--- src/rtl/sdram_seq_pkg.sv ---
package sdram_seq_pkg;
  // {cs_n, ras_n, cas_n, we_n}
  typedef enum logic [3:0] {
    CMD_LOAD_MODE = 4'b0000,
    CMD_AUTO_REF  = 4'b0001,
    CMD_PRECHARGE = 4'b0010,
    CMD_NOP       = 4'b0111,
    CMD_DESELECT  = 4'b1111
  } sd_cmd_e;

  typedef enum logic [2:0] {
    ST_PWRUP, ST_NOP, ST_PRE, ST_IREF, ST_MRS, ST_IDLE, ST_RPRE, ST_RREF
  } seq_state_e;
endpackage

--- src/rtl/sdram_wait_timer.sv ---
module sdram_wait_timer #(
  parameter int CNT_W   = 16,
  parameter int RST_VAL = 0
) (
  input  logic             clk,
  input  logic             rst_n,
  input  logic             load,
  input  logic [CNT_W-1:0] load_val,
  output logic             expired
);
  logic [CNT_W-1:0] cnt;

  always_ff @(posedge clk or negedge rst_n) begin
    if (!rst_n)              cnt <= CNT_W'(RST_VAL);
    else if (load)           cnt <= load_val;
    else if (cnt != '0)      cnt <= cnt - 1'b1;
  end

  assign expired = (cnt == '0);
endmodule

--- src/rtl/sdram_refresh_timer.sv ---
module sdram_refresh_timer #(
  parameter int IVL_W = 16
) (
  input  logic             clk,
  input  logic             rst_n,
  input  logic             load,
  input  logic [IVL_W-1:0] interval,
  input  logic             clear,
  output logic             req
);
  logic [IVL_W-1:0] cnt;
  logic             armed;

  always_ff @(posedge clk or negedge rst_n) begin
    if (!rst_n) begin
      cnt   <= '0;
      armed <= 1'b0;
      req   <= 1'b0;
    end else if (load) begin
      cnt   <= interval - 1'b1;
      armed <= 1'b1;
      req   <= 1'b0;
    end else begin
      if (clear) req <= 1'b0;
      if (armed) begin
        if (cnt == '0) begin
          req   <= 1'b1;
          armed <= 1'b0;
        end else begin
          cnt <= cnt - 1'b1;
        end
      end
    end
  end
endmodule

--- src/rtl/sdram_cmd_fsm.sv ---
module sdram_cmd_fsm
  import sdram_seq_pkg::*;
#(
  parameter int T_RP      = 5,
  parameter int T_RFC     = 13,
  parameter int T_MRD     = 2,
  parameter int INIT_REFS = 8,
  parameter int CAS_LAT   = 3,
  parameter int ADDR_W    = 11,
  parameter int BA_W      = 1,
  parameter int CNT_W     = 16
) (
  input  logic              clk,
  input  logic              rst_n,
  input  logic              tmr_expired,
  output logic              tmr_load,
  output logic [CNT_W-1:0]  tmr_val,
  input  logic              ref_req,
  input  logic              ref_ack,
  output logic              ref_load,
  output logic              ref_clear,
  output logic [3:0]        cmd_o,
  output logic [BA_W-1:0]   ba_o,
  output logic [ADDR_W-1:0] addr_o,
  output logic              done_o
);
  localparam int REF_W = $clog2(INIT_REFS + 1);
  localparam int AP_BIT = 10;
  localparam logic [ADDR_W-1:0] MODE_WORD = ADDR_W'(CAS_LAT << 4);
  localparam logic [ADDR_W-1:0] AP_WORD   = ADDR_W'(1) << AP_BIT;

  seq_state_e state, nxt;
  logic [REF_W-1:0] nref;
  logic do_issue, is_pre, is_mrs, ref_inc, set_done;
  sd_cmd_e issue_cmd;
  sd_cmd_e cmd_q;

  always_comb begin
    nxt = state; do_issue = 1'b0; issue_cmd = CMD_NOP;
    is_pre = 1'b0; is_mrs = 1'b0; ref_inc = 1'b0; set_done = 1'b0;
    tmr_load = 1'b0; tmr_val = '0; ref_load = 1'b0; ref_clear = 1'b0;
    case (state)
      ST_PWRUP: if (tmr_expired) begin
        do_issue = 1'b1; issue_cmd = CMD_NOP; tmr_load = 1'b1; nxt = ST_NOP;
      end
      ST_NOP: if (tmr_expired) begin
        do_issue = 1'b1; issue_cmd = CMD_PRECHARGE; is_pre = 1'b1;
        tmr_load = 1'b1; tmr_val = CNT_W'(T_RP - 1); nxt = ST_PRE;
      end
      ST_PRE: if (tmr_expired) begin
        do_issue = 1'b1; issue_cmd = CMD_AUTO_REF; ref_inc = 1'b1;
        tmr_load = 1'b1; tmr_val = CNT_W'(T_RFC - 1); nxt = ST_IREF;
      end
      ST_IREF: if (tmr_expired) begin
        do_issue = 1'b1; tmr_load = 1'b1;
        if (nref == REF_W'(INIT_REFS)) begin
          issue_cmd = CMD_LOAD_MODE; is_mrs = 1'b1;
          tmr_val = CNT_W'(T_MRD - 1); nxt = ST_MRS;
        end else begin
          issue_cmd = CMD_AUTO_REF; ref_inc = 1'b1;
          tmr_val = CNT_W'(T_RFC - 1);
        end
      end
      ST_MRS: if (tmr_expired) begin
        set_done = 1'b1; ref_load = 1'b1; nxt = ST_IDLE;
      end
      ST_IDLE: if (ref_req && ref_ack) begin
        ref_clear = 1'b1; do_issue = 1'b1; issue_cmd = CMD_PRECHARGE; is_pre = 1'b1;
        tmr_load = 1'b1; tmr_val = CNT_W'(T_RP - 1); nxt = ST_RPRE;
      end
      ST_RPRE: if (tmr_expired) begin
        do_issue = 1'b1; issue_cmd = CMD_AUTO_REF; ref_load = 1'b1;
        tmr_load = 1'b1; tmr_val = CNT_W'(T_RFC - 1); nxt = ST_RREF;
      end
      ST_RREF: if (tmr_expired) nxt = ST_IDLE;
      default: nxt = ST_PWRUP;
    endcase
  end

  always_ff @(posedge clk or negedge rst_n) begin
    if (!rst_n) begin
      state  <= ST_PWRUP;
      nref   <= '0;
      cmd_q  <= CMD_DESELECT;
      addr_o <= '0;
      done_o <= 1'b0;
    end else begin
      state <= nxt;
      if (ref_inc)  nref <= nref + 1'b1;
      if (set_done) done_o <= 1'b1;
      if (do_issue)               cmd_q <= issue_cmd;
      else if (state == ST_PWRUP) cmd_q <= CMD_DESELECT;
      else                        cmd_q <= CMD_NOP;
      addr_o <= is_pre ? AP_WORD : (is_mrs ? MODE_WORD : '0);
    end
  end

  assign cmd_o = cmd_q;
  assign ba_o  = '0;
endmodule

--- src/rtl/sdram_init_refresh.sv ---
module sdram_init_refresh #(
  parameter int PWRUP_CYC = 20000,
  parameter int T_RP      = 5,
  parameter int T_RFC     = 13,
  parameter int T_MRD     = 2,
  parameter int INIT_REFS = 8,
  parameter int CAS_LAT   = 3,
  parameter int ADDR_W    = 11,
  parameter int BA_W      = 1,
  parameter int IVL_W     = 16
) (
  input  logic              clk,
  input  logic              rst_n,
  input  logic [IVL_W-1:0]  ref_interval,
  input  logic              ref_ack,
  output logic              cs_n,
  output logic              ras_n,
  output logic              cas_n,
  output logic              we_n,
  output logic [BA_W-1:0]   ba,
  output logic [ADDR_W-1:0] addr,
  output logic              init_done,
  output logic              ref_req
);
  localparam int MAX_WAIT = (PWRUP_CYC > T_RFC) ? PWRUP_CYC : T_RFC;
  localparam int CNT_W    = $clog2(MAX_WAIT + 1);

  logic             tmr_expired, tmr_load, ref_load, ref_clear;
  logic [CNT_W-1:0] tmr_val;
  logic [3:0]       cmd;

  sdram_wait_timer #(.CNT_W(CNT_W), .RST_VAL(PWRUP_CYC - 1)) u_wait (
    .clk(clk), .rst_n(rst_n), .load(tmr_load), .load_val(tmr_val),
    .expired(tmr_expired));

  sdram_refresh_timer #(.IVL_W(IVL_W)) u_rtmr (
    .clk(clk), .rst_n(rst_n), .load(ref_load), .interval(ref_interval),
    .clear(ref_clear), .req(ref_req));

  sdram_cmd_fsm #(
    .T_RP(T_RP), .T_RFC(T_RFC), .T_MRD(T_MRD), .INIT_REFS(INIT_REFS),
    .CAS_LAT(CAS_LAT), .ADDR_W(ADDR_W), .BA_W(BA_W), .CNT_W(CNT_W)
  ) u_fsm (
    .clk(clk), .rst_n(rst_n), .tmr_expired(tmr_expired), .tmr_load(tmr_load),
    .tmr_val(tmr_val), .ref_req(ref_req), .ref_ack(ref_ack),
    .ref_load(ref_load), .ref_clear(ref_clear), .cmd_o(cmd), .ba_o(ba),
    .addr_o(addr), .done_o(init_done));

  assign {cs_n, ras_n, cas_n, we_n} = cmd;
endmodule

--- config.mk ---
export PLATFORM = sky130hd
export DESIGN_NAME = sdram_init_refresh
export DESIGN_NICKNAME = d
export VERILOG_FILES = /design/src/rtl/sdram_seq_pkg.sv /design/src/rtl/sdram_wait_timer.sv /design/src/rtl/sdram_refresh_timer.sv /design/src/rtl/sdram_cmd_fsm.sv /design/src/rtl/sdram_init_refresh.sv
export SDC_FILE = /design/constraint.sdc
export NUM_CORES = 1
export LEC_CHECK = 0
export BUFFER_PORTS_ARGS = -buffer_cell sky130_fd_sc_hd__buf_2
export CAP_MARGIN = 20
export CORE_ASPECT_RATIO = 0.6
export CORE_MARGIN = 1
export CORE_UTILIZATION = 55
export DETAILED_ROUTE_END_ITERATION = 12
export PLACE_DENSITY = 0.79
export SYNTH_ARGS = -nofsm -noshare
export SYNTH_HDL_FRONTEND = slang
export SYNTH_HIERARCHICAL = 1
export SYNTH_SLANG_ARGS = --single-unit
--- constraint.sdc ---
create_clock -name clk -period 12.6 [get_ports clk]
set_input_delay 1.26 -clock clk [delete_from_list [all_inputs] [get_ports clk]]
set_output_delay 1.26 -clock clk [all_outputs]
set_load 0.05 [all_outputs]
Yosys cells after proc, flatten, opt, wreduce, memory -nomap -nowiden

Cells that the tools add are included.

Register bits after elaboration: 56
Input bits: 19
Output and inout port bits: 18
Logic and storage cells: 93

Add/subtract/negate cells: 4
Eq/ne operators: 17
Multiplexer cells: 50
Reductions and logical operators: 13

Operator list:

| cell                                                                   | number |
|---|---|
| 15-bit case mux with 4 select lines                                    | 1 |
| 16-bit 2-to-1 mux                                                      | 3 |
| 15-bit 2-to-1 mux                                                      | 3 |
| 3-bit 2-to-1 mux                                                       | 13 |
| 16-bit by 1-bit subtractor with 16-bit output (second input constant)  | 2 |
| 3-bit case mux with 7 select lines                                     | 1 |
| 4-bit 2-to-1 mux                                                       | 5 |
| 1-bit 2-to-1 mux                                                       | 18 |
| 16-bit logical NOT                                                     | 1 |
| 4-bit case mux with 4 select lines                                     | 1 |
| 15-bit logical NOT                                                     | 1 |
| 15-bit nonzero test                                                    | 1 |
| 15-bit by 1-bit subtractor with 15-bit output (second input constant)  | 1 |
| 3-bit equality test (second input constant)                            | 4 |
| 2-bit != test (second input constant)                                  | 6 |
| 11-bit 2-to-1 mux                                                      | 1 |
| 8-bit AND reduction                                                    | 1 |
| 3-bit by 2-bit equality test with 1-bit output (second input constant) | 2 |
| 6-bit 2-to-1 mux                                                       | 1 |
| 2-bit by 1-bit != test with 1-bit output (second input constant)       | 3 |
| 1-bit case mux with 2 select lines                                     | 3 |
| 2-bit OR reduction                                                     | 3 |
| 5-bit OR reduction                                                     | 1 |
| 4-bit by 1-bit adder with 4-bit output (second input constant)         | 1 |
| other kinds (6)                                                        | 7 |

Logic depth before layout (Yosys ltp)

Gate-level depths: netlist (run 1).

Word-level depth: 7
Mapped depth: 19
Mapped depth without buffers: 12

Modules after synthesis

The synthesis (run 1) kept the hierarchy.

By module, submodules not included:

| module              | instances | cells an instance | area each (sq um) |
|---|---|---|---|
| sdram_refresh_timer | 1         | 164               | 1476.4 |
| sdram_wait_timer    | 1         | 90                | 888.4 |
| sdram_cmd_fsm       | 1         | 92                | 848.3 |

Least setup slack after synthesis (run 1)

Ideal clock, no wire load.

Path type: register to register
From: register u_wait.cnt[0]
To: register u_rtmr.cnt[10]
Setup time: 0.126 ns
Arrival time: 4.755 ns
Data required time: 12.474 ns
Setup slack: 7.719 ns
Cell stages (with the launch flop): 19
Path buffers: 7
Clock period less this slack: 4.881 ns
Path through: dfstp_2 inv_1 ha_1 or4b_2 nor4_2 buf_4 buf_2 and3_1 buf_2 buf_2 buf_2 clkbuf_1 clkbuf_1 mux2i_1 ha_1 o21ai_0 or4_1 xnor2_1 a221o_1

Word-level cells in the longest chain between the ends: 5
Elaborated cells on any way between the ends: 7
Those cells by class: eq/ne: 1; mux: 3; reduce/logical: 3

RTL lines:

| item                                                                 | line                                     | text |
|---|---|---|
| start, declared                                                      | sdram_wait_timer.sv:11                   | `logic [CNT_W-1:0] cnt;` |
| start signal, assigned                                               | sdram_wait_timer.sv:14                   | `if (!rst_n) cnt <= CNT_W'(RST_VAL);` |
| start signal, assigned                                               | sdram_wait_timer.sv:15                   | `else if (load) cnt <= load_val;` |
| start signal, assigned                                               | sdram_wait_timer.sv:16                   | `else if (cnt != '0) cnt <= cnt - 1'b1;` |
| 15-bit logical NOT (*)                                               | sdram_wait_timer.sv:19                   | `assign expired = (cnt == '0);` |
| net tmr_expired                                                      | sdram_init_refresh.sv:28                 | `logic tmr_expired, tmr_load, ref_load, ref_clear;` |
| 1-bit 2-to-1 mux (*)                                                 | sdram_cmd_fsm.sv:64, sdram_cmd_fsm.sv:71 |  |
| 1-bit 2-to-1 mux (*)                                                 | -                                        |  |
| net ref_load                                                         | sdram_init_refresh.sv:28                 |  |
| 2-bit != test (no line) / 2-bit nonzero test (equally long branches) | -                                        |  |
| 2-bit AND reduction (no line)                                        | -                                        |  |
| end signal, assigned                                                 | sdram_refresh_timer.sv:20                | `cnt <= interval - 1'b1;` |
| end signal, assigned                                                 | sdram_refresh_timer.sv:30                | `cnt <= cnt - 1'b1;` |
| end, declared                                                        | sdram_refresh_timer.sv:11                | `logic [IVL_W-1:0] cnt;` |

The timed path passes the listed nets; every way through them passes the cells marked *.
A chain may end at the register's enable or synchronous reset.

Final worst setup path (run 1)

From: register u_wait.cnt[0]
To: register u_rtmr.cnt[11]

The elaborated chain is that of the path after synthesis.

==> impl_metrics.py, run 1 <==
metrics = {
    "clock_tree": {
        "cts_setup_buffers": 0,
        "cts_buffer_depth": 2,
        "cts_made_buffers": 5,
        "clk_pin_slew_ps": 90,
        "ctsResizeCount": 0,
        "tritoncts_num_sinks": 47,
        "h-tree-depth": 2,
        "ctsHoldBuffers": 0,
        "tritoncts": "done",
        "root_buffer": "clkbuf_8",
        "clk_latency_ps": 300,
    },
    "grt": {
        "antenna_found_initial": 0,
        "grt_pass1_vias": 2261,
        "grt_first_pass_wirelength_mm": 11.4,
        "grt_max_degree": 63,
        "track_usage": 0.243,
        "grt_remaining_overflow": 0,
    },
    "critical_path": {
        "worstRegToRegCells": 11,
        "cp_data_arrival_time_ps": 4870,
        "critical_path.top_delay_family": "simple AND/OR/NAND/NOR gates",
        "rr_startpoint": "u_wait/cnt[0]$_DFFE_PN1P_",
        "cp_max_fo": 62,
        "path_class": "flip-flop to flip-flop",
        "worstPathRequired_ps": 12750,
        "rrSetupSlack_ps": 7880,
        "path_buf_inv": 2,
        "r2r-end": "u_rtmr/cnt[11]$_DFFE_PN0P_",
        "max_stage_delay_ps": 930,
        "cp_cell_sequence": "inv_1 -> ha_1 -> or4b_2 -> nor4_2 -> buf_4 -> and3_2 -> or4b_4 -> a222oi_1 -> o2111ai_1 -> xor2_1 -> mux2i_1",
        "cp-end-kind": "flip-flop",
        "crit_path_top_delay_cell": "and3_2",
        "startpoint_type": "flip-flop",
    },
    "synth": {
        "syn_inst": 346,
        "async_flop_share": 1.00,
        "synth_flop_cell": "dfrtp_1",
        "syn_area_um2": 3210,
        "yosys_register_bits": 47,
        "synthAdderAreaFrac": 0.0156,
        "ys_warn_count": 6,
        "ys_seq_area_frac": 0.371,
        "synth_edf_count": 0,
        "synthSimpleGateAreaFrac": 0.223,
        "synth_compound_area_frac": 0.175,
        "synth-xor-area-share": 0.0790,
        "synth_top_family_by_area": "simple AND/OR/NAND/NOR gates",
        "syn-mean-instance-area_um2": 9.29,
        "synth.distinct_cells": 72,
        "muxShareOfSynthArea": 0.0448,
    },
    "placed_design": {
        "port_buffers": 27,
        "place_ws_ps": 7940,
        "dp_cells": 434,
        "hpwl_mm": 4.97,
        "place_congestion": 0.898,
    },
    "drt": {
        "dr.pass1.iters": 5,
        "viasPerCell": 5.94,
        "ant_nets": 0,
        "drt_iter0_drc": 237,
        "drc_errors": 0,
        "vias": 2631,
        "wire_per_inst_um": 15.8,
        "routed_wl_mm": 7.00,
    },
    "job": {
        "maxCapViolations": 0,
    },
    "timing": {
        "timing.hold.ws_ps": 472,
        "setup_slack_ps": 7880,
        "hold_violations": 0,
        "tightest_slew_ps": 1040,
        "slew_headroom": 0.307,
        "rsz0062_at_grt": "no",
        "max_freq_ghz": 0.212,
        "finalClockSkew_ps": 7.54,
        "drv_slew": 0,
        "min_period_over_period": 0.374,
        "setup-violations-final": 0,
        "setup_tns_ps": 0,
        "min_period_ps": 4720,
    },
    "floorplan": {
        "dieArea_um2": 6160,
        "core_um2": 5600,
        "core.rowCount": 21,
        "die_x_um": 101,
        "ios": 37,
        "initial_utilization": 0.574,
        "die_h_um": 61.2,
    },
    "power_and_ir_drop": {
        "peakVddDrop_uv": 43.6,
        "leakagePower_nw": 1.35,
        "p_per_area_nw_per_um2": 83.1,
    },
    "layout": {
        "layout.cells.non_filler": 443,
        "synthToLayoutAreaGrowth_pct": 6.35,
        "final_nets": 385,
        "fin_util": 0.611,
        "drive_gt1_frac": 0.198,
        "antenna_cells": 0,
    },
    "hold_path": {
        "holdPathStages": 1,
        "min_path_type": "flip-flop to flip-flop",
        "hold_start": "u_fsm/done_o$_DFFE_PN0P_",
        "worstHoldEndpoint": "u_fsm/done_o$_DFFE_PN0P_",
    },
    "status": {
        "outcome": "complete, no violations",
    },
}
[layout make-up]
| cell class | instances | area [um2] |
|---|---|---|
| inverters | 10 | 37.5 |
| clock inverters | 2 | 35.0 |
| well taps | 80 | 100 |
| fillers | 488 | 2180 |
| multi-input cells | 269 | 1810 |
| clock buffers | 6 | 82.6 |
| repair buffers | 29 | 163 |
| flip-flops and latches | 47 | 1190 |
[cells in the final DEF, fill, tap and decap left out, types with 7 or more instances in the layout]
cell type,netlist,layout
nand2_1,14,14
nor4_1,11,11
o21ai_0,9,9
nor2_1,20,20
nand3_1,8,8
nand2b_1,9,9
nor3_1,16,16
buf_2,7,27
conb_1,1,21
xnor2_1,16,16
a21oi_1,15,15
dfstp_2,13,13
inv_1,7,7
mux2i_1,11,11
xor2_1,13,13
dfrtp_1,34,34
[logic make-up after synthesis]
| kind of cell | Yosys count |
|---|---|
| AND/OR/NAND/NOR | 123 |
| flip-flops | 47 |
| adder cells (fa/ha/maj) | 4 |
| XOR/XNOR | 29 |
| multiplexers | 14 |
| other | 1 |
| AO/OA/AOI/OAI | 78 |
| buffers and inverters | 50 |
[report_power, final]
part	switching [mW]	internal, mW
Sequential	0	0.151
Clock	0.0514	0.0643
Combinational	0.0133	0.00430
[worst register-to-register path: cells and delay by family (launching register included)]
kind / cells / cell delay (ps)
AND/OR/NAND/NOR: 4 / 2320
adder cells (fa/ha/maj): 1 / 200
flip-flops: 1 / 380
XOR/XNOR: 1 / 190
AO/OA/AOI/OAI: 2 / 1040
multiplexers: 1 / 80
buffers and inverters: 2 / 370
[stage by stage]
step / cell area [um2] / power (mW)
6_report: 3420 / 0.284
5_1_grt: 3420 / 0.294
3_3_place_gp: 3280 / 0.170
4_1_cts: 3400 / 0.286
2_1_floorplan: 3290 / 0.167
3_5_place_dp: 3280 / 0.171
[synthesized netlist by cell type (2+ instances only)]
master    number  area share
or3b_2         2      0.0055
o31ai_1        4      0.0093
or2_2          5      0.0097
nand2_1       14       0.016
nor4_1        11       0.021
nor2b_1        4      0.0078
o41ai_1        3      0.0082
a21oi_1       15       0.023
nor3_1        16       0.025
inv_2          2      0.0023
a211o_1        3      0.0082
a211oi_1       2      0.0047
nor2_1        20       0.023
or3b_1         2      0.0055
a22o_1         3      0.0082
buf_2          7       0.011
a221o_1        3      0.0093
mux2i_1       11       0.034
o21a_1         4      0.0093
buf_4         23       0.054
nor4b_1        3      0.0082
o211ai_1       6       0.014
nand3_1        8       0.012
dfstp_2       13        0.11
xnor2_1       16       0.044
a21o_1         5       0.012
nor3b_1        3      0.0070
or3_1          4      0.0078
xor2_1        13       0.035
clkbuf_1       9       0.011
inv_1          7      0.0082
o22ai_1        2      0.0039
mux2_2         3       0.011
o21ai_1        2      0.0031
nand2b_1       9       0.018
dfrtp_1       34        0.26
o21ai_0        9       0.014
nand4_1        2      0.0039
and3_1         3      0.0058
ha_1           4       0.016
or4_1          6       0.014
[routing by layer]
| layer | track usage | wire (um) | share of wire | vias up |
|---|---|---|---|---|
| li1 | - | - | - | 1262 |
| met1 | 0.392 | 3540 | 0.51 | 1246 |
| met2 | 0.318 | 2830 | 0.40 | 121 |
| met3 | 0.0681 | 609 | 0.087 | 2 |
| met4 | 0.0393 | 18 | 0.0026 | 0 |
| met5 | 0 | 0 | 0 | - |
[worst max-delay path by stage]
stage	from	end	slack, ps	cells past startpoint
2_1_floorplan	u_wait/cnt[0]$_DFFE_PN1P_	u_rtmr/cnt[10]$_DFFE_PN0P_	7720	18
3_3_place_gp	u_wait/cnt[0]$_DFFE_PN1P_	u_rtmr/cnt[15]$_DFFE_PN0P_	8180	11
3_5_place_dp	u_wait/cnt[0]$_DFFE_PN1P_	u_rtmr/cnt[11]$_DFFE_PN0P_	7940	11
4_1_cts	u_wait/cnt[0]$_DFFE_PN1P_	u_rtmr/cnt[11]$_DFFE_PN0P_	7950	11
5_1_grt	u_wait/cnt[0]$_DFFE_PN1P_	u_rtmr/cnt[11]$_DFFE_PN0P_	7640	11
6_report	u_wait/cnt[0]$_DFFE_PN1P_	u_rtmr/cnt[11]$_DFFE_PN0P_	7880	11
[state kept, by name (all words and copies together), names as in the netlist]
register	count
u_rtmr/cnt	16
u_rtmr/armed	1
u_fsm/done_o	1
u_fsm/addr_o	2
u_fsm/state	3
u_fsm/cmd_o	4
u_rtmr/req	1
u_wait/cnt	15
u_fsm/nref	4
(Power assumes the default switching activity.)
==> inputs of run 2 (changes only) <==
clock period = 4.8 ns   (was 12.6 ns; I/O delays follow)
==> impl_metrics.py, run 2 (synthesized netlist as in run 1, its figures left out) <==
metrics = {
    "timing": {
        "slew_headroom": 0.406,
        "min_period_over_period": 0.893,
        "finalClockSkew_ps": 6.15,
        "drv_slew": 0,
        "setup-violations-final": 0,
        "setup_tns_ps": 0,
        "rsz0062_at_grt": "no",
        "setup_slack_ps": 511,
        "min_period_ps": 4290,
        "max_freq_ghz": 0.233,
        "tightest_slew_ps": 891,
        "hold_violations": 0,
    },
    "placed_design": {
        "place_congestion": 0.857,
        "hpwl_mm": 5.16,
        "dp_cells": 437,
        "port_buffers": 27,
        "place_ws_ps": 756,
    },
    "floorplan": {
        "dieArea_um2": 6160,
        "ios": 37,
        "initial_utilization": 0.574,
        "die_h_um": 61.2,
        "core.rowCount": 21,
        "die_x_um": 101,
        "core_um2": 5600,
    },
    "clock_tree": {
        "h-tree-depth": 2,
        "cts_setup_buffers": 0,
        "tritoncts": "done",
        "cts_buffer_depth": 2,
        "cts_made_buffers": 5,
        "tritoncts_num_sinks": 47,
        "root_buffer": "clkbuf_8",
        "ctsHoldBuffers": 0,
        "clk_latency_ps": 300,
        "ctsResizeCount": 0,
        "clk_pin_slew_ps": 90,
    },
    "drt": {
        "routed_wl_mm": 7.18,
        "drt_iter0_drc": 268,
        "viasPerCell": 6.04,
        "drc_errors": 0,
        "ant_nets": 0,
        "wire_per_inst_um": 16.1,
        "dr.pass1.iters": 5,
        "vias": 2695,
    },
    "layout": {
        "fillers": 479,
        "final_common_cell": "dfrtp_1",
        "final_nets": 388,
        "multiInputGateArea_um2": 1810,
        "synthToLayoutAreaGrowth_pct": 7.63,
        "layout.cells.non_filler": 446,
        "drive_gt1_frac": 0.205,
        "largest_reg_flops": 16,
        "antenna_cells": 0,
        "layout_common_cells": "34 x dfrtp_1, 27 x buf_2, 21 x conb_1",
        "seqCellArea_um2": 1190,
        "reg_top3": "u_rtmr/cnt: 16 flops, u_wait/cnt: 15 flops",
        "regMostFlops": "u_rtmr/cnt",
    },
    "critical_path": {
        "cp_data_arrival_time_ps": 4440,
        "worstPathRequired_ps": 4960,
        "critical_path.top_delay_family": "simple AND/OR/NAND/NOR gates",
        "cp_max_fo": 22,
        "cp-end-kind": "flip-flop",
        "path_class": "flip-flop to flip-flop",
        "startpoint_type": "flip-flop",
        "cp_cell_sequence": "inv_1 -> ha_1 -> or4b_2 -> nor4_2 -> and3_2 -> buf_4 -> or3b_1 -> a222oi_1 -> o2111ai_1 -> xor2_1 -> mux2i_1",
        "rrSetupSlack_ps": 510,
        "crit_path_top_delay_cell": "a222oi_1",
        "max_stage_delay_ps": 700,
        "path_buf_inv": 2,
    },
    "status": {
        "outcome": "complete, no violations",
    },
    "power_and_ir_drop": {
        "swShare": 0.220,
        "p_per_area_nw_per_um2": 228,
        "p_int_mw": 0.615,
        "p_comb_frac": 0.059,
        "power.switching_mw": 0.173,
        "leakagePower_nw": 1.37,
        "peakVddDrop_uv": 148,
        "p_seq_frac": 0.503,
        "clkPwrFrac": 0.439,
    },
    "grt": {
        "grt_first_pass_wirelength_mm": 11.6,
        "track_usage": 0.250,
        "grt_max_degree": 48,
        "grt_pass1_vias": 2287,
        "antenna_found_initial": 0,
        "grt_remaining_overflow": 0,
    },
    "job": {
        "maxCapViolations": 0,
    },
    "hold_path": {
        "min_path_type": "input pin to asynchronous set/reset pin",
    },
}
-- run 2: cell count changes in the layout (fill, tap and decap cells not counted) --
cell and change:
clkinv_2 -1, clkbuf_8 -1, buf_4 +3, clkinvlp_4 +1
bufinv_16 +1
-- run 2: final timing paths --
kind                                           start  depth (start not counted)                    endpoint
setup / recovery           u_wait/cnt[0]$_DFFE_PN1P_                         11  u_rtmr/cnt[11]$_DFFE_PN0P_
hold / removal                                 rst_n                          1  u_rtmr/cnt[10]$_DFFE_PN0P_
setup reg to reg           u_wait/cnt[0]$_DFFE_PN1P_                         11  u_rtmr/cnt[11]$_DFFE_PN0P_
hold reg to reg             u_fsm/done_o$_DFFE_PN0P_                          1    u_fsm/done_o$_DFFE_PN0P_
max in group asynchronous                      rst_n                          2   u_wait/cnt[0]$_DFFE_PN1P_
min in group clk                     ref_interval[0]                          2   u_rtmr/cnt[0]$_DFFE_PN0P_
-- run 2: metrics by stage --
step	utilization	hold WS [ps]	power (mW)	cell area (um2)
after floorplan	-	184	0.439	3290
after global placement	0.590	453	0.447	3300
after detailed placement	0.590	465	0.448	3300
after CTS	0.614	393	0.798	3440
after global routing	0.618	137	0.818	3460
final	0.618	120	0.788	3460
-- run 2: worst register-to-register path, cell delays in order, from the launching register on --
cell and delay (ps):
dfstp_2 380, inv_1 80, ha_1 200, or4b_2 630, nor4_2 250, and3_2 550, buf_4 300, or3b_1 370
a222oi_1 700, o2111ai_1 270, xor2_1 270, mux2i_1 140
-- run 2: area by class of cell --
class | instances | share of cell area
clock buffer | 5 | 0.0199
clock inverter | 3 | 0.0195
inverter | 10 | 0.0109
multi-input combinational | 269 | 0.522
sequential | 47 | 0.345
tap | 80 | 0.0289
timing repair buffer | 32 | 0.0535
-- run 2: power groups by stage --
| stage | sequential (mW) | clock [mW] | combinational [mW] |
|---|---|---|---|
| 6_report | 0.396 | 0.346 | 0.0462 |
| 4_1_cts | 0.396 | 0.357 | 0.0442 |
| 2_1_floorplan | 0.404 | 0 | 0.0351 |
| 3_5_place_dp | 0.404 | 0 | 0.0440 |
| 3_3_place_gp | 0.404 | 0 | 0.0436 |
| 5_1_grt | 0.396 | 0.372 | 0.0502 |
-- run 2: metal layers --
metal  vias to the layer above  share of wire  wire length (um)  global-route usage
met5                         -              0                 0                   0
met4                         0         0.0084                60              0.0538
met3                         8          0.094               671              0.0602
met2                       144           0.40              2900               0.336
met1                      1272           0.49              3550               0.398
li1                       1271              -                 -                   -
==> inputs of run 3 (changes only) <==
ABC_AREA = 1   (was unset)
CTS_BUF_LIST = sky130_fd_sc_hd__clkbuf_8   (was unset)
PLACE_DENSITY = 0.78   (was 0.79)
==> impl_metrics.py, run 3 <==
metrics = {
    "synth": {
        "synth.area.top_cells": "dfrtp_1 25%, nand2_1 19%, dfstp_2 10%",
        "async_flop_share": 1.00,
        "syn-mean-instance-area_um2": 6.92,
        "synth_edf_count": 0,
        "yosys_register_bits": 47,
        "synth_flop_cell": "dfrtp_1",
        "ys_warn_count": 6,
        "syn_inst": 493,
        "synth_top_area_share": 0.249,
        "ys_seq_area_frac": 0.349,
        "yosysTopAreaCell": "dfrtp_1",
        "syn_area_um2": 3410,
        "synth.distinct_cells": 37,
        "synth.top_cells.by_count": "176 x nand2_1, 52 x inv_1, 43 x nor2_1",
        "yosysMostFrequentCell": "nand2_1",
    },
    "timing": {
        "drv_slew": 0,
        "tightest_slew_ps": 840,
        "hold_violations": 0,
        "setup_tns_ps": 0,
        "rsz0062_at_grt": "no",
        "finalClockSkew_ps": 8.99,
        "min_period_over_period": 0.732,
        "min_period_ps": 3510,
        "setup-violations-final": 0,
        "max_freq_ghz": 0.285,
        "slew_headroom": 0.439,
    },
    "grt": {
        "antenna_found_initial": 0,
        "grt_max_degree": 48,
        "grt_remaining_overflow": 0,
        "grt_pass1_vias": 2835,
        "track_usage": 0.267,
        "grt_first_pass_wirelength_mm": 13.7,
    },
    "clock_tree": {
        "ctsHoldBuffers": 0,
        "tritoncts_num_sinks": 47,
        "cts_buffer_depth": 2,
        "ctsResizeCount": 0,
        "h-tree-depth": 2,
        "root_buffer": "clkbuf_8",
        "cts_setup_buffers": 0,
        "clk_latency_ps": 300,
        "clk_pin_slew_ps": 90,
        "cts_made_buffers": 5,
        "tritoncts": "done",
    },
    "floorplan": {
        "ios": 37,
        "core_um2": 5780,
        "die_h_um": 63.0,
        "dieArea_um2": 6540,
        "initial_utilization": 0.590,
        "core.rowCount": 21,
        "die_x_um": 104,
    },
    "layout": {
        "regMostFlops": "u_rtmr/cnt",
        "multiInputGateArea_um2": 1840,
        "drive_gt1_frac": 0.182,
        "largest_reg_flops": 16,
        "reg_top3": "u_rtmr/cnt: 16 flops, u_wait/cnt: 15 flops",
        "fillers": 521,
        "layout.cells.non_filler": 596,
        "final_common_cell": "nand2_1",
        "fin_util": 0.624,
        "layout_common_cells": "176 x nand2_1, 53 x inv_1, 43 x nor2_1",
        "antenna_cells": 0,
        "seqCellArea_um2": 1190,
        "final_nets": 538,
        "design_area_um2": 3610,
        "synthToLayoutAreaGrowth_pct": 5.68,
    },
    "power_and_ir_drop": {
        "p_per_area_nw_per_um2": 452,
        "power.switching_mw": 0.726,
        "p_int_mw": 0.905,
        "power_mw": 1.63,
        "clkPwrFrac": 0.165,
        "swShare": 0.445,
        "leakagePower_nw": 1.80,
        "peakVddDrop_uv": 214,
        "p_seq_frac": 0.431,
        "p_comb_frac": 0.404,
    },
    "critical_path": {
        "startpoint_type": "flip-flop",
        "worst_path_most_repeated_cell": "inv_1",
        "critical_path.top_delay_family": "buffers and inverters",
        "worstPathRequired_ps": 4980,
        "path_buf_inv": 6,
        "cp_data_arrival_time_ps": 3690,
        "rrSetupSlack_ps": 1290,
        "cp_max_fo": 23,
        "worstRegToRegCells": 14,
        "crit_path_top_delay_cell": "nand2_1",
        "cp_cell_sequence": "inv_1 -> ha_1 -> nand3_4 -> nor2_4 -> nand3_4 -> inv_1 -> inv_1 -> nor3_2 -> buf_4 -> inv_2 -> nand2_1 -> inv_1 -> nand2_1 -> o21ai_0",
        "cp-end-kind": "flip-flop",
        "rr_startpoint": "u_wait/cnt[0]$_DFFE_PN1P_",
        "r2r-end": "u_rtmr/cnt[1]$_DFFE_PN0P_",
        "path_class": "flip-flop to flip-flop",
        "max_stage_delay_ps": 600,
    },
    "placed_design": {
        "port_buffers": 27,
        "place_area_um2": 3490,
        "place_congestion": 0.926,
        "hpwl_mm": 6.07,
        "dp_cells": 587,
    },
    "job": {
        "maxCapViolations": 0,
    },
    "drt": {
        "dr.pass1.iters": 5,
        "viasPerCell": 5.07,
        "vias": 3024,
        "drt_iter0_drc": 284,
        "drc_errors": 0,
        "ant_nets": 0,
        "maxUsedRoutingLayer": "met4",
        "wire_per_inst_um": 13.4,
        "wl_met1_mm": 4.10,
        "wl_met3_um": 845,
        "wl_met2_mm": 3.01,
        "routed_wl_mm": 7.99,
    },
    "hold_path": {
        "min_path_type": "input pin to asynchronous set/reset pin",
    },
    "status": {
        "outcome": "complete, no violations",
    },
}
## run 3: cell count changes after synthesis, moves of 10 or more
| cell | before | now |
|---|---|---|
| nor2_1 | 20 | 43 |
| nor3_1 | 16 | 2 |
| nand3_1 | 8 | 33 |
| o21ai_0 | 9 | 19 |
| a21oi_1 | 15 | 3 |
| xnor2_1 | 16 | 5 |
| inv_1 | 7 | 52 |
| nand2_1 | 14 | 176 |
| mux2i_1 | 11 | 0 |
| nor2_2 | 0 | 10 |
## run 3: worst max path at each step
| stage | depth (start not counted) | end | start | slack, ps |
|---|---|---|---|---|
| after global routing | 14 | u_rtmr/cnt[1]$_DFFE_PN0P_ | u_wait/cnt[0]$_DFFE_PN1P_ | 950 |
| final | 14 | u_rtmr/cnt[1]$_DFFE_PN0P_ | u_wait/cnt[0]$_DFFE_PN1P_ | 1290 |
| after detailed placement | 14 | u_rtmr/cnt[1]$_DFFE_PN0P_ | u_wait/cnt[0]$_DFFE_PN1P_ | 1340 |
| after CTS | 14 | u_rtmr/cnt[1]$_DFFE_PN0P_ | u_wait/cnt[0]$_DFFE_PN1P_ | 1330 |
| after global placement | 14 | u_rtmr/cnt[1]$_DFFE_PN0P_ | u_wait/cnt[0]$_DFFE_PN1P_ | 1530 |
| after floorplan | 18 | u_rtmr/cnt[12]$_DFFE_PN0P_ | u_wait/cnt[0]$_DFFE_PN1P_ | 2020 |
## run 3: layer usage
metal  GRT usage  vias up
met5           0        -
met1       0.422     1354
met2       0.355      142
met4      0.0536        0
li1            -     1524
met3      0.0719        4
## run 3: cells by family (layout without fill, tap and decap cells)
kind of cell             Yosys count  in the layout  synth area share
buffers and inverters             91             94             0.136
AND/OR/NAND/NOR                  303            303             0.416
flip-flops                        47             47             0.349
XOR/XNOR                          10             10            0.0257
AO/OA/AOI/OAI                     37             37            0.0572
other                              1             21           0.00110
adder cells (fa/ha/maj)            4              4            0.0147
## run 3: power by group through the flow
| stage | logic [mW] | registers (mW) | clock network (mW) |
|---|---|---|---|
| floorplan | 0.536 | 0.677 | 0 |
| global placement | 0.626 | 0.701 | 0 |
| detailed placement | 0.650 | 0.701 | 0 |
| CTS | 0.652 | 0.698 | 0.274 |
| global route | 0.750 | 0.719 | 0.289 |
| finish | 0.659 | 0.702 | 0.269 |
## run 3: per-stage QoR
stage | setup WS (ps) | hold WS, ps
after detailed placement | 1340 | 481
final | 1290 | 43.3
after global routing | 950 | 57.9
after floorplan | 2020 | 184
after global placement | 1530 | 466
after CTS | 1330 | 390
## run 3: layout make-up
class / instances / share of cell area
Inverter: 57 / 0.0597
Sequential cell: 47 / 0.331
Timing Repair Buffer: 29 / 0.0451
Clock inverter: 1 / 0.00104
Tap cell: 80 / 0.0277
Multi-Input combinational cell: 375 / 0.509
Clock buffer: 7 / 0.0267
